### config.mk
export PLATFORM = sky130hd
export DESIGN_NAME = deser_bitslip
export DESIGN_NICKNAME = d
export VERILOG_FILES = /design/src/rtl/deser_pkg.sv /design/src/rtl/deser_sync_qual.sv /design/src/rtl/deser_frame_ctr.sv /design/src/rtl/deser_shift_out.sv /design/src/rtl/deser_bitslip.sv
export SDC_FILE = /design/constraint.sdc
export NUM_CORES = 1
export LEC_CHECK = 0
export BUFFER_PORTS_ARGS = -buffer_cell sky130_fd_sc_hd__buf_2
export CAP_MARGIN = 30
export CELL_PAD_IN_SITES_DETAIL_PLACEMENT = 1
export CELL_PAD_IN_SITES_GLOBAL_PLACEMENT = 1
export CORE_UTILIZATION = 42
export CTS_BUF_LIST = sky130_fd_sc_hd__clkbuf_4
export CTS_CLUSTER_SIZE = 10
export DETAILED_ROUTE_END_ITERATION = 16
export PLACE_DENSITY_LB_ADDON = 0.2
export SYNTH_ARGS = -nofsm -noshare
export SYNTH_HDL_FRONTEND = slang
export SYNTH_SLANG_ARGS = --single-unit
### constraint.sdc
create_clock -name clk -period 1.6 [get_ports clk]
set_input_delay 0.08 -clock clk [delete_from_list [all_inputs] [get_ports clk]]
set_output_delay 0.08 -clock clk [all_outputs]
set_load 0.01 [all_outputs]
### src/rtl/deser_pkg.sv
package deser_pkg;
    localparam int DES_W      = 8;
    localparam int SYNC_FLOPS = 2;
    localparam int SYNC_HOLD  = 2;

    typedef logic [DES_W-1:0] des_word_t;

    typedef struct packed {
        des_word_t data;
        logic      vld;
    } des_out_t;

    function automatic des_word_t shift_in(des_word_t cur, logic bit_in);
        return {cur[DES_W-2:0], bit_in};
    endfunction
endpackage

### src/rtl/deser_sync_qual.sv
module deser_sync_qual #(
    parameter int STAGES   = deser_pkg::SYNC_FLOPS,
    parameter int MIN_HIGH = deser_pkg::SYNC_HOLD
) (
    input  logic clk,
    input  logic rst,
    input  logic req_async,
    output logic slip_o
);
    localparam int HW = $clog2(MIN_HIGH + 1);

    logic [STAGES-1:0] sync_sh;
    logic [HW-1:0]     high_cnt;
    logic              req_s;

    always_ff @(posedge clk) begin
        if (rst) sync_sh <= '0;
        else     sync_sh <= {sync_sh[STAGES-2:0], req_async};
    end

    assign req_s = sync_sh[STAGES-1];

    always_ff @(posedge clk) begin
        if (rst)                         high_cnt <= '0;
        else if (!req_s)                 high_cnt <= '0;
        else if (high_cnt != HW'(MIN_HIGH)) high_cnt <= high_cnt + 1'b1;
    end

    assign slip_o = req_s && (high_cnt == HW'(MIN_HIGH - 1));


    slip_single_chk: assert property (@(posedge clk) disable iff (rst)
        slip_o |=> !slip_o);


    slip_qualified_chk: assert property (@(posedge clk) disable iff (rst)
        slip_o |-> $past(req_s));
endmodule

### src/rtl/deser_frame_ctr.sv
module deser_frame_ctr #(
    parameter int W = deser_pkg::DES_W
) (
    input  logic clk,
    input  logic rst,
    input  logic slip_i,
    output logic load_o,
    output logic phase_hi_o
);
    localparam int CNT_W = $clog2(W);
    localparam int HALF  = W / 2;

    logic [CNT_W-1:0] cnt_q;

    assign load_o     = (cnt_q == CNT_W'(W - 1)) && !slip_i;
    assign phase_hi_o = (cnt_q >= CNT_W'(HALF));

    always_ff @(posedge clk) begin
        if (rst)                          cnt_q <= '0;
        else if (slip_i)                  cnt_q <= cnt_q;
        else if (cnt_q == CNT_W'(W - 1))  cnt_q <= '0;
        else                              cnt_q <= cnt_q + 1'b1;
    end


    slip_hold_chk: assert property (@(posedge clk) disable iff (rst)
        slip_i |=> $stable(phase_hi_o));
endmodule

### src/rtl/deser_shift_out.sv
module deser_shift_out
    import deser_pkg::*;
(
    input  logic      clk,
    input  logic      rst,
    input  logic      ser_i,
    input  logic      load_i,
    output des_out_t  word_o
);
    des_word_t sreg_q;
    des_word_t next_w;
    des_out_t  out_q;

    assign next_w = shift_in(sreg_q, ser_i);

    always_ff @(posedge clk) begin
        if (rst) begin
            sreg_q <= '0;
            out_q  <= '0;
        end else begin
            sreg_q    <= next_w;
            out_q.vld <= load_i;
            if (load_i) out_q.data <= next_w;
        end
    end

    assign word_o = out_q;


    out_hold_chk: assert property (@(posedge clk) disable iff (rst)
        (!out_q.vld && !$past(rst)) |-> $stable(out_q.data));
endmodule

### src/rtl/deser_bitslip.sv
module deser_bitslip
    import deser_pkg::*;
(
    input  logic             clk,
    input  logic             rst,
    input  logic             ser_in,
    input  logic             sync_req,
    output logic [DES_W-1:0] par_out,
    output logic             par_clk,
    output logic             word_vld
);
    logic     slip;
    logic     load;
    des_out_t word;

    deser_sync_qual #(.STAGES(SYNC_FLOPS), .MIN_HIGH(SYNC_HOLD)) u_sync (
        .clk(clk), .rst(rst), .req_async(sync_req), .slip_o(slip)
    );

    deser_frame_ctr #(.W(DES_W)) u_ctr (
        .clk(clk), .rst(rst), .slip_i(slip), .load_o(load), .phase_hi_o(par_clk)
    );

    deser_shift_out u_sr (
        .clk(clk), .rst(rst), .ser_i(ser_in), .load_i(load), .word_o(word)
    );

    assign par_out  = word.data;
    assign word_vld = word.vld;


    load_on_fall_chk: assert property (@(posedge clk) disable iff (rst)
        word_vld |-> ($past(par_clk) && !par_clk));


    slip_no_load_chk: assert property (@(posedge clk) disable iff (rst)
        slip |=> !word_vld);
endmodule

==> results.md, run 1 <==
- Clock transition at the registers of the reported paths: 130 ps
- Port Buffer Count: 13
- CP max stage cell: dfxtp_1
- Period Utilization, post-route: 86.96%
- Outcome: finished clean
- 1st-iter DRT viols: 7
- Setup_tns: 0 ps
- Crit path cell chain: ha_1 -> ha_1 -> a21bo_2 -> nand2_1 -> a21oi_1
- CP Max Fanout: 9
- Logic gate share of total power: 5.1%
- Vias in the first global route: 547
- Unrepaired setup endpoints after global routing: no
- Root buffer cell: clkbuf_4
- Synth Net Count: 97
- Area of the multi-input gates: 336.6 µm²
- GRT Total Usage: 15.87%
- Final Hold Vio Count: 0
- Crit end category: flip-flop
- Core Box Area: 0.001783 mm²
- YS warnings: 0
- Maximum number of pins on one net before global-route repair: 23
- Total Wirelength: 1.350 mm
- Nets: 113
- Clock power frac: 29.2%
- Slew Viols, Final: 0
- Most used flip-flop cell after synthesis: dfxtp_1
- Peak VDD IR: 0.0006015 V
- Antenna violations before repair: 0
- Reg area: 460.4 µm²
- Min-Delay Path Class: in2reg
- Final WS setup: 208.7 ps
- Synth area leaders: dfxtp_1, nand2_1, ha_1
- Post-CTS Setup Bufs: 0
- Fin crit period: 1391 ps
- Dominant cell type by area after synthesis: dfxtp_1
- Data required, critical path: 1840 ps
- P_leak: 0.4127 nW
- Arrival time at the worst endpoint: 1630 ps
- Cell family with most CP delay: compound AO/OA/AOI/OAI gates
- Synth Register Bits: 23
- Worst hold margin: 151.1 ps
- DR WL/cell: 10.55 µm
- Die footprint: 0.002151 mm²
- Worst skew pair latency: 310 ps
- Post-Syn Area: 827.0 µm²
- Post-route ant nets: 0
- Die Ht: 46.38 µm
- Share of cells above drive strength 1: 18.45%
- Most frequent cell after synthesis: dfxtp_1
- Max cap viols: 0
- DP Worst Slack: 156.4 ps
- Top cell type's share of synthesized area: 55.67%
- Gr ovfl total: 0
- Via count: 590
- Global-route wire length before repair: 2.304 mm
- Number of fillers in the final layout: 231
- Ant diodes: 0
- CP peak stage delay: 360 ps
- DP Wirelength: 951.2 µm
- Setup CP Type: reg2reg
- Seq pwr share: 65.7%
- CTS tree: yes
- Rel. slew slack: 75.27%
- CP dominant cell by count: ha_1
- Vias per Instance: 4.609
- Syn Area/Cell: 9.398 µm²
- GP Congestion: 0.7378
- Synth top cells by count: dfxtp_1, nand2_1, a21oi_1
- DR DRC count: 0
- # IOs: 14
- First drt pass iteration count: 3
- Max Freq: 0.7187 GHz
- FFs w/ async S/R, synth: 0%
- Worst-margin pin slew: 370.9 ps
- Mapped Cells: 88
- PwrDens: 951.7 mW/mm²
- Sink Count: 23
- Clock Skews: 5.785 ps
- Sw power: 0.2076 mW
- Sequential area share after synthesis: 55.67%
- Final setup vio count: 0
- P_int: 0.7022 mW
- Max Buffers Root-to-Sink: 2
- Area growth, synth to finish: 15.58%
- Post-synth EDFFs: 0
- Initial Util: 46.39%
- Switching Share: 22.82%
- Max H-tree Level: 1
- Distinct cells, synth: 16
- Rows: 15
- Startpoint Class: flip-flop
- CTS buffer count: 3
- CP bufs+invs: 0
- Die width: 46.38 µm
==> cell usage in the layout (no fill, tap or decap), drive strengths merged <==
cell          n
dlygate4sd3   2
buf          13
nor2b         9
ha            5
a21boi        1
inv           4
clkinv        1
a21oi        11
mux2i         1
nand3         2
nand3b        1
nand2        18
clkbuf        3
nor2          6
a21bo         1
dfxtp        23
or2b          1
xor2          1
==> flip-flops by register name, indices dropped and copies added, names as in the netlist <==
register / flops
u_sr.sreg_q: 7
u_sync.sync_sh: 2
u_ctr.cnt_q: 3
u_sr.word_o: 9
u_sync.high_cnt: 2
==> metal layers <==
metal / track usage, % / routed length, µm / share of wire, % / vias up
met1: 18.07 / 618 / 46 / 272
met5: 0 / 0 / 0 / -
met3: 4.706 / 42 / 3.1 / 2
met4: 8.824 / 13 / 0.96 / 0
li1: - / - / - / 307
met2: 26.11 / 676 / 50 / 9
==> power groups by stage <==
| stage | clock network (mW) | logic [mW] | registers (mW) |
|---|---|---|---|
| 2_1_floorplan | 0 | 0.0321 | 0.607 |
| 3_3_place_gp | 0 | 0.0419 | 0.609 |
| 3_5_place_dp | 0 | 0.0428 | 0.610 |
| 4_1_cts | 0.276 | 0.0475 | 0.598 |
| 5_1_grt | 0.298 | 0.0537 | 0.600 |
| 6_report | 0.266 | 0.0466 | 0.597 |
==> logic make-up (layout without fill, tap and decap cells) <==
| kind of cell | count (synthesis) | after routing | share of synthesized area, % |
|---|---|---|---|
| and+or+nand+nor | 37 | 37 | 20.73 |
| DFF | 23 | 23 | 55.67 |
| AOI/OAI and AO/OA | 13 | 13 | 9.228 |
| buffers and inverters | 8 | 23 | 4.538 |
| adders and majority gates | 5 | 5 | 7.564 |
| xor gates and xnor gates | 1 | 1 | 1.059 |
| muxes | 1 | 1 | 1.210 |
==> path summary, 6_finish.rpt <==
check,slack (ps),end,cells past startpoint,start
setup / recovery,210,u_sr.word_o[7]$_SDFFE_PP0P_,5,u_ctr.cnt_q[0]$_SDFFE_PP0N_
hold / removal,150,u_sr.word_o[0]$_SDFF_PP0_,2,rst
setup reg to reg,210,u_sr.word_o[7]$_SDFFE_PP0P_,5,u_ctr.cnt_q[0]$_SDFFE_PP0N_
hold reg to reg,450,u_sync.sync_sh[1]$_SDFF_PP0_,1,u_sync.sync_sh[0]$_SDFF_PP0_
==> layout make-up <==
class,instances,share of cell area (%)
tap,25,3.272
sequential,23,48.17
inverter,4,1.571
clock buffer,3,2.356
multi-input combinational,57,35.21
clock inverter,1,0.5236
timing repair buffer,15,8.901
==> metrics by stage <==
stage	power, mW	util, %	std cells	instance area (µm²)
after floorplan	0.6396	-	88	827.0
after global placement	0.6511	50.53	122	900.9
after detailed placement	0.6528	50.53	122	900.9
after CTS	0.9212	53.19	128	948.4
after global routing	0.9519	53.61	128	955.9
final	0.9098	53.61	128	955.9
==> what timing repair did <==
action	CTS	global route
endpoints found under the setup margin	0	1
hold endpoints to repair	2	0
gates resized for setup	0	2
hold buffers	2	0
No activity file was read; power rests on OpenSTA's default activity.
==> inputs of run 2 (changes only) <==
--- a/config.mk
+++ b/config.mk
@@ -5,8 +5,8 @@
 export SDC_FILE = /design/constraint.sdc
 export NUM_CORES = 1
 export LEC_CHECK = 0
+export ABC_AREA = 1
 export BUFFER_PORTS_ARGS = -buffer_cell sky130_fd_sc_hd__buf_2
-export CAP_MARGIN = 30
 export CELL_PAD_IN_SITES_DETAIL_PLACEMENT = 1
 export CELL_PAD_IN_SITES_GLOBAL_PLACEMENT = 1
 export CORE_UTILIZATION = 42
==> run 2 against run 1 <==
Compared with the run above:
- die area rose by 12%
- area after synthesis grew 13%
- count of clock-buffer cells in the layout grew 1
- clock skew decreased by 0.89 ps
- critical path depth rose by 1
- cell count is 20% higher
- via count rose by 21%
- highest routed layer is now met3
- sequential power is essentially flat
- wire length up 26%
- core utilization is 3.2 points lower
- global-route usage rose by 0.33 points
- design area rose by 6.7%
==> results.md, run 2 <==
- CP max stage cell: dfxtp_1
- Share of cells above drive strength 1: 18.11% (-0.34 points)
- P_int: 0.7299 mW (+3.9%)
- Nets: 137 (+21%)
- FFs w/ async S/R, synth: 0% (unchanged)
- Max H-tree Level: 1 (unchanged)
- Area of the multi-input gates: 339.1 µm² (+0.74%)
- Antenna violations before repair: 0 (unchanged)
- Seq pwr share: 63.4% (-2.3 points)
- Vias per Instance: 4.617 (+0.16%)
- Syn Area/Cell: 8.199 µm² (-13%)
- Top cell type's share of synthesized area: 49.26% (-6.4 points)
- Crit path cell chain: inv_1 -> ha_1 -> nand2_2 -> inv_1 -> nor2_1 -> nor2_1
- Peak VDD IR: 0.0004156 V (-31%)
- 1st-iter DRT viols: 2 (-5)
- Post-CTS sizing: 0 (unchanged)
- Die footprint: 0.002418 mm² (+12%)
- Sink Count: 23 (unchanged)
- Outcome: finished clean
- Clock transition at the registers of the reported paths: 120 ps (about the same)
- GRT Total Usage: 16.20% (+0.33 points)
- Post-CTS Setup Bufs: 0 (unchanged)
- Initial Util: 46.23% (-0.16 points)
- Global-route wire length before repair: 2.939 mm (+28%)
- Data required, critical path: 1810 ps (-30 ps)
- Startpoint Class: flip-flop
- Worst-margin pin slew: 400.9 ps (+29.95 ps)
- Clock Skews: 4.894 ps (-0.8904 ps)
- CTS tree: yes
- Ant diodes: 0 (unchanged)
- Max Freq: 0.7374 GHz (+2.6%)
- Unrepaired setup endpoints after global routing: no
- Reg area: 460.4 µm² (unchanged)
- Total Wirelength: 1.696 mm (+26%)
- Clock power frac: 29.6% (+0.4 points)
- Distinct cells, synth: 18 (+2)
- DR DRC count: 0 (unchanged)
- PwrDens: 924.4 mW/mm² (-2.9%)
- DP Wirelength: 1.147 mm (+21%)
- CP Max Fanout: 21 (+12)
- Synth Register Bits: 23 (unchanged)
- Gr ovfl total: 0 (unchanged)
- Total power draw: 0.9427 mW (+3.6%)
- Synth Net Count: 123 (+27%)
- Final WS setup: 243.9 ps (+35.21 ps)
- Worst hold margin: 79.22 ps (-71.85 ps)
- Leading cell types in the layout, fill and taps excluded: nor2_1, dfxtp_1, inv_1
- Sw power: 0.2128 mW (+2.5%)
- Most common cell after layout, fill and taps aside: nor2_1
- Most frequent cell after synthesis: nor2_1
- Area growth, synth to finish: 9.103%
- Number of fillers in the final layout: 267 (+16%)
- Logic gate share of total power: 7.0% (+1.9 points)
- Post-synth EDFFs: 0 (unchanged)
- Setup_tns: 0 ps (unchanged)
- DP Worst Slack: 258.3 ps (+101.9 ps)
- Fin crit period: 1356 ps (-35.21 ps)
- Switching Share: 22.57% (-0.24 points)
- Final setup vio count: 0 (unchanged)
- Post-route ant nets: 0 (unchanged)
- Worst skew pair latency: 300 ps (about the same)
- Synth area leaders: dfxtp_1, nor2_1, inv_1
- CTS buffer count: 3 (unchanged)
- Die Ht: 49.18 µm (+6.0%)
- Sequential area share after synthesis: 49.26% (-6.4 points)
- First drt pass iteration count: 2 (-1)
- Worst R2R Setup Slack: 240 ps (+40 ps)
- Cell family with most CP delay: simple AND/OR/NAND/NOR gates
- Post-Syn Area: 934.6 µm² (+13%)
- Rows: 16 (+1)
- Final Core Density: 50.43% (-3.2 points)
- CP peak stage delay: 380 ps (+20 ps)
- Max Buffers Root-to-Sink: 2 (unchanged)
- Synth top cells by count: nor2_1, dfxtp_1, inv_1
- Final Hold Vio Count: 0 (unchanged)
- Max reg flops: 9 (unchanged)
- Vias in the first global route: 677 (+24%)
- Via count: 711 (+21%)
- Port Buffer Count: 13 (unchanged)
- CP bufs+invs: 2 (+2)
- Mapped Cells: 114 (+30%)
- Setup CP Type: reg2reg
- Maximum number of pins on one net before global-route repair: 22 (-4.3%)
- Min-Delay Path Class: in2reg
- # IOs: 14 (unchanged)
- YS warnings: 0 (unchanged)
- GP Congestion: 0.7049 (-4.5%)
- Max cap viols: 0 (unchanged)
- Core Box Area: 0.002022 mm² (+13%)
- Rel. slew slack: 73.18% (-2.1 points)
- Slew Viols, Final: 0 (unchanged)
- Arrival time at the worst endpoint: 1570 ps (-60 ps)
- DR WL/cell: 11.01 µm (+4.4%)
- Period Utilization, post-route: 84.76% (-2.2 points)
- Crit end category: flip-flop
- Die width: 49.18 µm (+6.0%)
- P_leak: 0.4838 nW (+17%)
- Dominant cell type by area after synthesis: dfxtp_1
- Root buffer cell: clkbuf_4
- Most used flip-flop cell after synthesis: dfxtp_1
==> run 2: cell count changes in the layout (fill, tap and decap cells not counted), moves of 3 or more <==
cell | before | now
nor2b_1 | 9 | 0
nand3_1 | 2 | 7
nand2_1 | 18 | 11
a21oi_1 | 11 | 8
inv_1 | 4 | 17
nor2_1 | 6 | 28
==> run 2: kinds of logic (layout without fill, tap and decap cells) <==
kind of cell / count (synthesis) / after routing / share of synthesized area [%]
buffers and inverters: 24 / 37 / 14.46
adder cells (fa/ha/maj): 5 / 5 / 6.693
AND/OR/NAND/NOR: 49 / 49 / 21.82
AO/OA/AOI/OAI: 13 / 13 / 7.764
flip-flops: 23 / 23 / 49.26
==> run 2: final timing paths <==
path	from	endpoint	cells past startpoint
worst max-delay path	u_sync.high_cnt[1]$_SDFFE_PP0P_	u_ctr.cnt_q[1]$_SDFFE_PP0N_	6
worst min-delay path	rst	u_sync.sync_sh[1]$_SDFF_PP0_	2
worst min register to register	u_sync.sync_sh[0]$_SDFF_PP0_	u_sync.sync_sh[1]$_SDFF_PP0_	2
worst max register to register	u_sync.high_cnt[1]$_SDFFE_PP0P_	u_ctr.cnt_q[1]$_SDFFE_PP0N_	6
==> run 2: power by group through the flow <==
stage | Clock (mW) | Sequential, mW | Combinational, mW
finish | 0.279 | 0.598 | 0.0655
global route | 0.317 | 0.600 | 0.0776
CTS | 0.294 | 0.598 | 0.0672
detailed placement | 0 | 0.611 | 0.0630
global placement | 0 | 0.611 | 0.0596
floorplan | 0 | 0.610 | 0.0501
==> run 2: through the flow <==
stage / std cells / cell area, µm²
after floorplan: 114 / 934.6
after CTS: 154 / 1020
after global placement: 148 / 969.7
after global routing: 154 / 1020
final: 154 / 1020
after detailed placement: 148 / 969.7
==> run 2: repair_timing <==
action	in CTS	in global routing
setup endpoints to repair	0	0
hold buffers	2	0
hold endpoints to repair	2	0
==> run 2: final cells by class <==
cell class	count	area share (%)
Multi-Input combinational cell	67	33.25
Clock buffer	4	2.945
Sequential cell	23	45.15
Inverter	17	6.258
Tap cell	27	3.313
Timing Repair Buffer	16	9.080
==> run 2: metal layers <==
layer / track usage (%) / wire [µm] / vias to the layer above
met5: 0 / 0 / -
li1: - / - / 367
met2: 27.40 / 821 / 14
met3: 5.607 / 54 / 0
met4: 4.412 / 0 / 0
met1: 19.33 / 821 / 330
==> inputs of run 3 (changes only) <==
--- a/config.mk
+++ b/config.mk
@@ -5,11 +5,11 @@
 export SDC_FILE = /design/constraint.sdc
 export NUM_CORES = 1
 export LEC_CHECK = 0
-export ABC_AREA = 1
+export ABC_AREA = 0
 export BUFFER_PORTS_ARGS = -buffer_cell sky130_fd_sc_hd__buf_2
 export CELL_PAD_IN_SITES_DETAIL_PLACEMENT = 1
 export CELL_PAD_IN_SITES_GLOBAL_PLACEMENT = 1
-export CORE_UTILIZATION = 42
+export CORE_UTILIZATION = 38
 export CTS_BUF_LIST = sky130_fd_sc_hd__clkbuf_4
 export CTS_CLUSTER_SIZE = 10
 export DETAILED_ROUTE_END_ITERATION = 16
==> constraint.sdc (replaced) <==
create_clock -name clk -period 1.14 [get_ports clk]
set_input_delay 0.057 -clock clk [delete_from_list [all_inputs] [get_ports clk]]
set_output_delay 0.057 -clock clk [all_outputs]
set_load 0.01 [all_outputs]
==> run 3 against run 2 <==
Compared with the run above:
- the run now ends with setup timing left
- critical path depth shrank 1
- design area grew 6.6%
- critical endpoint is now u_sr.word_o[1]$_SDFFE_PP0P_
- sequential power grew 41%
==> results.md, run 3 (synthesis results as in run 1) <==
- Outcome: complete, but fails checks
- Failing checks: setup timing
- Unrepaired setup endpoints after global routing: yes
- Crit path cell chain: ha_4 -> ha_4 -> a21boi_4 -> nand2_1 -> a21oi_2
- 1st-iter DRT viols: 4 (+2)
- Seq pwr share: 62.3% (-1.1 points)
- DR DRC count: 0 (unchanged)
- Global-route wire length before repair: 2.753 mm (-6.3%)
- Cells after DPL: 130 (-12%)
- Hold Crit Depth: 2 (unchanged)
- Min-Delay Path Class: in2reg
- Gr ovfl total: 0 (unchanged)
- Share of cells above drive strength 1: 37.27% (+19 points)
- Peak VDD IR: 0.0006592 V (+59%)
- Die width: 48.65 µm (-1.1%)
- Antenna violations before repair: 0 (unchanged)
- Core Box Area: 0.002002 mm² (-0.99%)
- CTS tree: yes
- P_leak: 0.4518 nW (-6.6%)
- Max reg flops: 9 (unchanged)
- Port Buffer Count: 13 (unchanged)
- Fin crit period: 1206 ps (-150.0 ps)
- Cell family with most CP delay: compound AO/OA/AOI/OAI gates
- Max H-tree Level: 1 (unchanged)
- Arrival time at the worst endpoint: 1470 ps (-100 ps)
- DP Area: 975.9 µm² (+0.65%)
- Worst hold endpoint: u_sr.word_o[0]$_SDFF_PP0_
- Slew Viols, Final: 0 (unchanged)
- Clock transition at the registers of the reported paths: 130 ps (about the same)
- Worst skew pair latency: 320 ps (+20 ps)
- Rows: 16 (unchanged)
- Final Core Density: 54.31% (+3.9 points)
- CP bufs+invs: 0 (-2)
- Reg2reg path depth: 5 (-1)
- Total Wirelength: 1.633 mm (-3.7%)
- Max cap viols: 0 (unchanged)
- Ant diodes: 0 (unchanged)
- Root buffer cell: clkbuf_4
- CP max stage cell: dfxtp_2
- CP Max Fanout: 8 (-62%)
- Sw power: 0.3188 mW (+50%)
- Nets: 120 (-12%)
- CP dominant cell by count: ha_4
- Worst-margin pin slew: 407.8 ps (+6.944 ps)
- CTS buffer count: 3 (unchanged)
- Clock Skews: 1.651 ps (-3.243 ps)
- Vias per Instance: 4.591 (-0.56%)
- Worst reg2reg path endpoint: u_sr.word_o[1]$_SDFFE_PP0P_
- Maximum number of pins on one net before global-route repair: 23 (+4.5%)
- Die footprint: 0.002367 mm² (-2.1%)
- GP Congestion: 0.6885 (-2.3%)
- DR WL/cell: 11.92 µm (+8.2%)
- Worst hold start: rst
- Worst R2R Setup Slack: -70 ps (-310 ps)
- Startpoint Class: flip-flop
- Setup CP Type: reg2reg
- Area growth, synth to finish: 31.47%
- First drt pass iteration count: 2 (unchanged)
- Vias in the first global route: 637 (-5.9%)
- DP Wirelength: 1.108 mm (-3.4%)
- Rel. slew slack: 72.81% (-0.37 points)
- Clock power frac: 30.7% (+1.1 points)
- Reg area: 465.4 µm² (+1.1%)
- GRT Total Usage: 15.60% (-0.60 points)
- Origin of the critical flop-to-flop path: u_ctr.cnt_q[1]$_SDFFE_PP0N_
- Most common cell after layout, fill and taps aside: dfxtp_1
- Max Freq: 0.8291 GHz (+12%)
- CP peak stage delay: 380 ps (about the same)
- # IOs: 14 (unchanged)
- Fin cells: 137 (-11%)
- Initial Util: 41.31% (-4.9 points)
- Final Hold Vio Count: 0 (unchanged)
- Data required, critical path: 1400 ps (-410 ps)
- Crit end category: flip-flop
- Sink Count: 23 (unchanged)
- Via count: 629 (-12%)
- Number of fillers in the final layout: 243 (-9.0%)
- Die Ht: 48.65 µm (-1.1%)
- Final WS setup: -66.10 ps (-310.0 ps)
- Max Buffers Root-to-Sink: 2 (unchanged)
- Switching Share: 23.54% (+0.97 points)
- Period Utilization, post-route: 105.8% (+21 points)
- Final setup vio count: 9 (+9)
- PwrDens: 1245 mW/mm² (+35%)
- Post-route ant nets: 0 (unchanged)
- Leading cell types in the layout, fill and taps excluded: dfxtp_1, nand2_1, buf_2
- Area of the multi-input gates: 401.6 µm² (+18%)
- P_int: 1.035 mW (+42%)
- Final Cell Area: 0.001087 mm² (+6.6%)
- Logic gate share of total power: 7.0% (about the same)
==> run 3: worst max path at each step <==
| stage | startpoint | to | cells past startpoint |
|---|---|---|---|
| after floorplan | u_ctr.cnt_q[1]$_SDFFE_PP0N_ | u_sr.word_o[2]$_SDFFE_PP0P_ | 6 |
| after global placement | u_ctr.cnt_q[1]$_SDFFE_PP0N_ | u_sr.word_o[8]$_SDFFE_PP0P_ | 5 |
| after detailed placement | u_sync.high_cnt[1]$_SDFFE_PP0P_ | u_sr.word_o[1]$_SDFFE_PP0P_ | 5 |
| after CTS | u_ctr.cnt_q[1]$_SDFFE_PP0N_ | u_sr.word_o[1]$_SDFFE_PP0P_ | 5 |
| after global routing | u_ctr.cnt_q[1]$_SDFFE_PP0N_ | u_sr.word_o[1]$_SDFFE_PP0P_ | 5 |
| final | u_ctr.cnt_q[1]$_SDFFE_PP0N_ | u_sr.word_o[1]$_SDFFE_PP0P_ | 5 |
==> run 3: repair_timing <==
item,CTS,global route
buffers inserted,1,0
setup endpoints to repair,11,12
pin swaps,15,4
endpoints found under the hold margin,3,0
hold buffers,2,0
gates resized for setup,5,10
==> run 3: power by group through the flow <==
| stage | Sequential (mW) | Combinational (mW) | Clock (mW) |
|---|---|---|---|
| floorplan | 0.859 | 0.0484 | 0 |
| global placement | 0.860 | 0.0730 | 0 |
| detailed placement | 0.861 | 0.0771 | 0 |
| CTS | 0.843 | 0.0927 | 0.424 |
| global route | 0.847 | 0.108 | 0.454 |
| finish | 0.844 | 0.0946 | 0.416 |
==> run 3: metrics by stage <==
step           setup WS [ps]  TNS [ps]  hold WS (ps)  total power [mW]
5_1_grt               -149.3     -1223         140.1             1.408
3_3_place_gp          -136.6     -1035         275.3            0.9332
6_report              -66.10    -415.1         133.7             1.354
2_1_floorplan         -2.745    -21.89         128.6            0.9071
3_5_place_dp          -166.0     -1177         278.0            0.9384
4_1_cts               -65.44    -438.1         127.6             1.360
==> run 3: per-layer routing <==
layer	up-vias	track usage, %	part of all wire (%)
met2	11	27.78	51
li1	318	-	-
met5	-	0	0
met1	298	16.67	44
met4	0	9.804	2.1
met3	2	3.145	2.8
==> run 3: cell type report <==
cell class,count,area share (%)
Inverter,4,1.381
Multi-Input combinational cell,57,36.94
Sequential cell,23,42.81
Tap cell,27,3.107
Clock buffer,4,2.762
Timing Repair Buffer,22,13.00
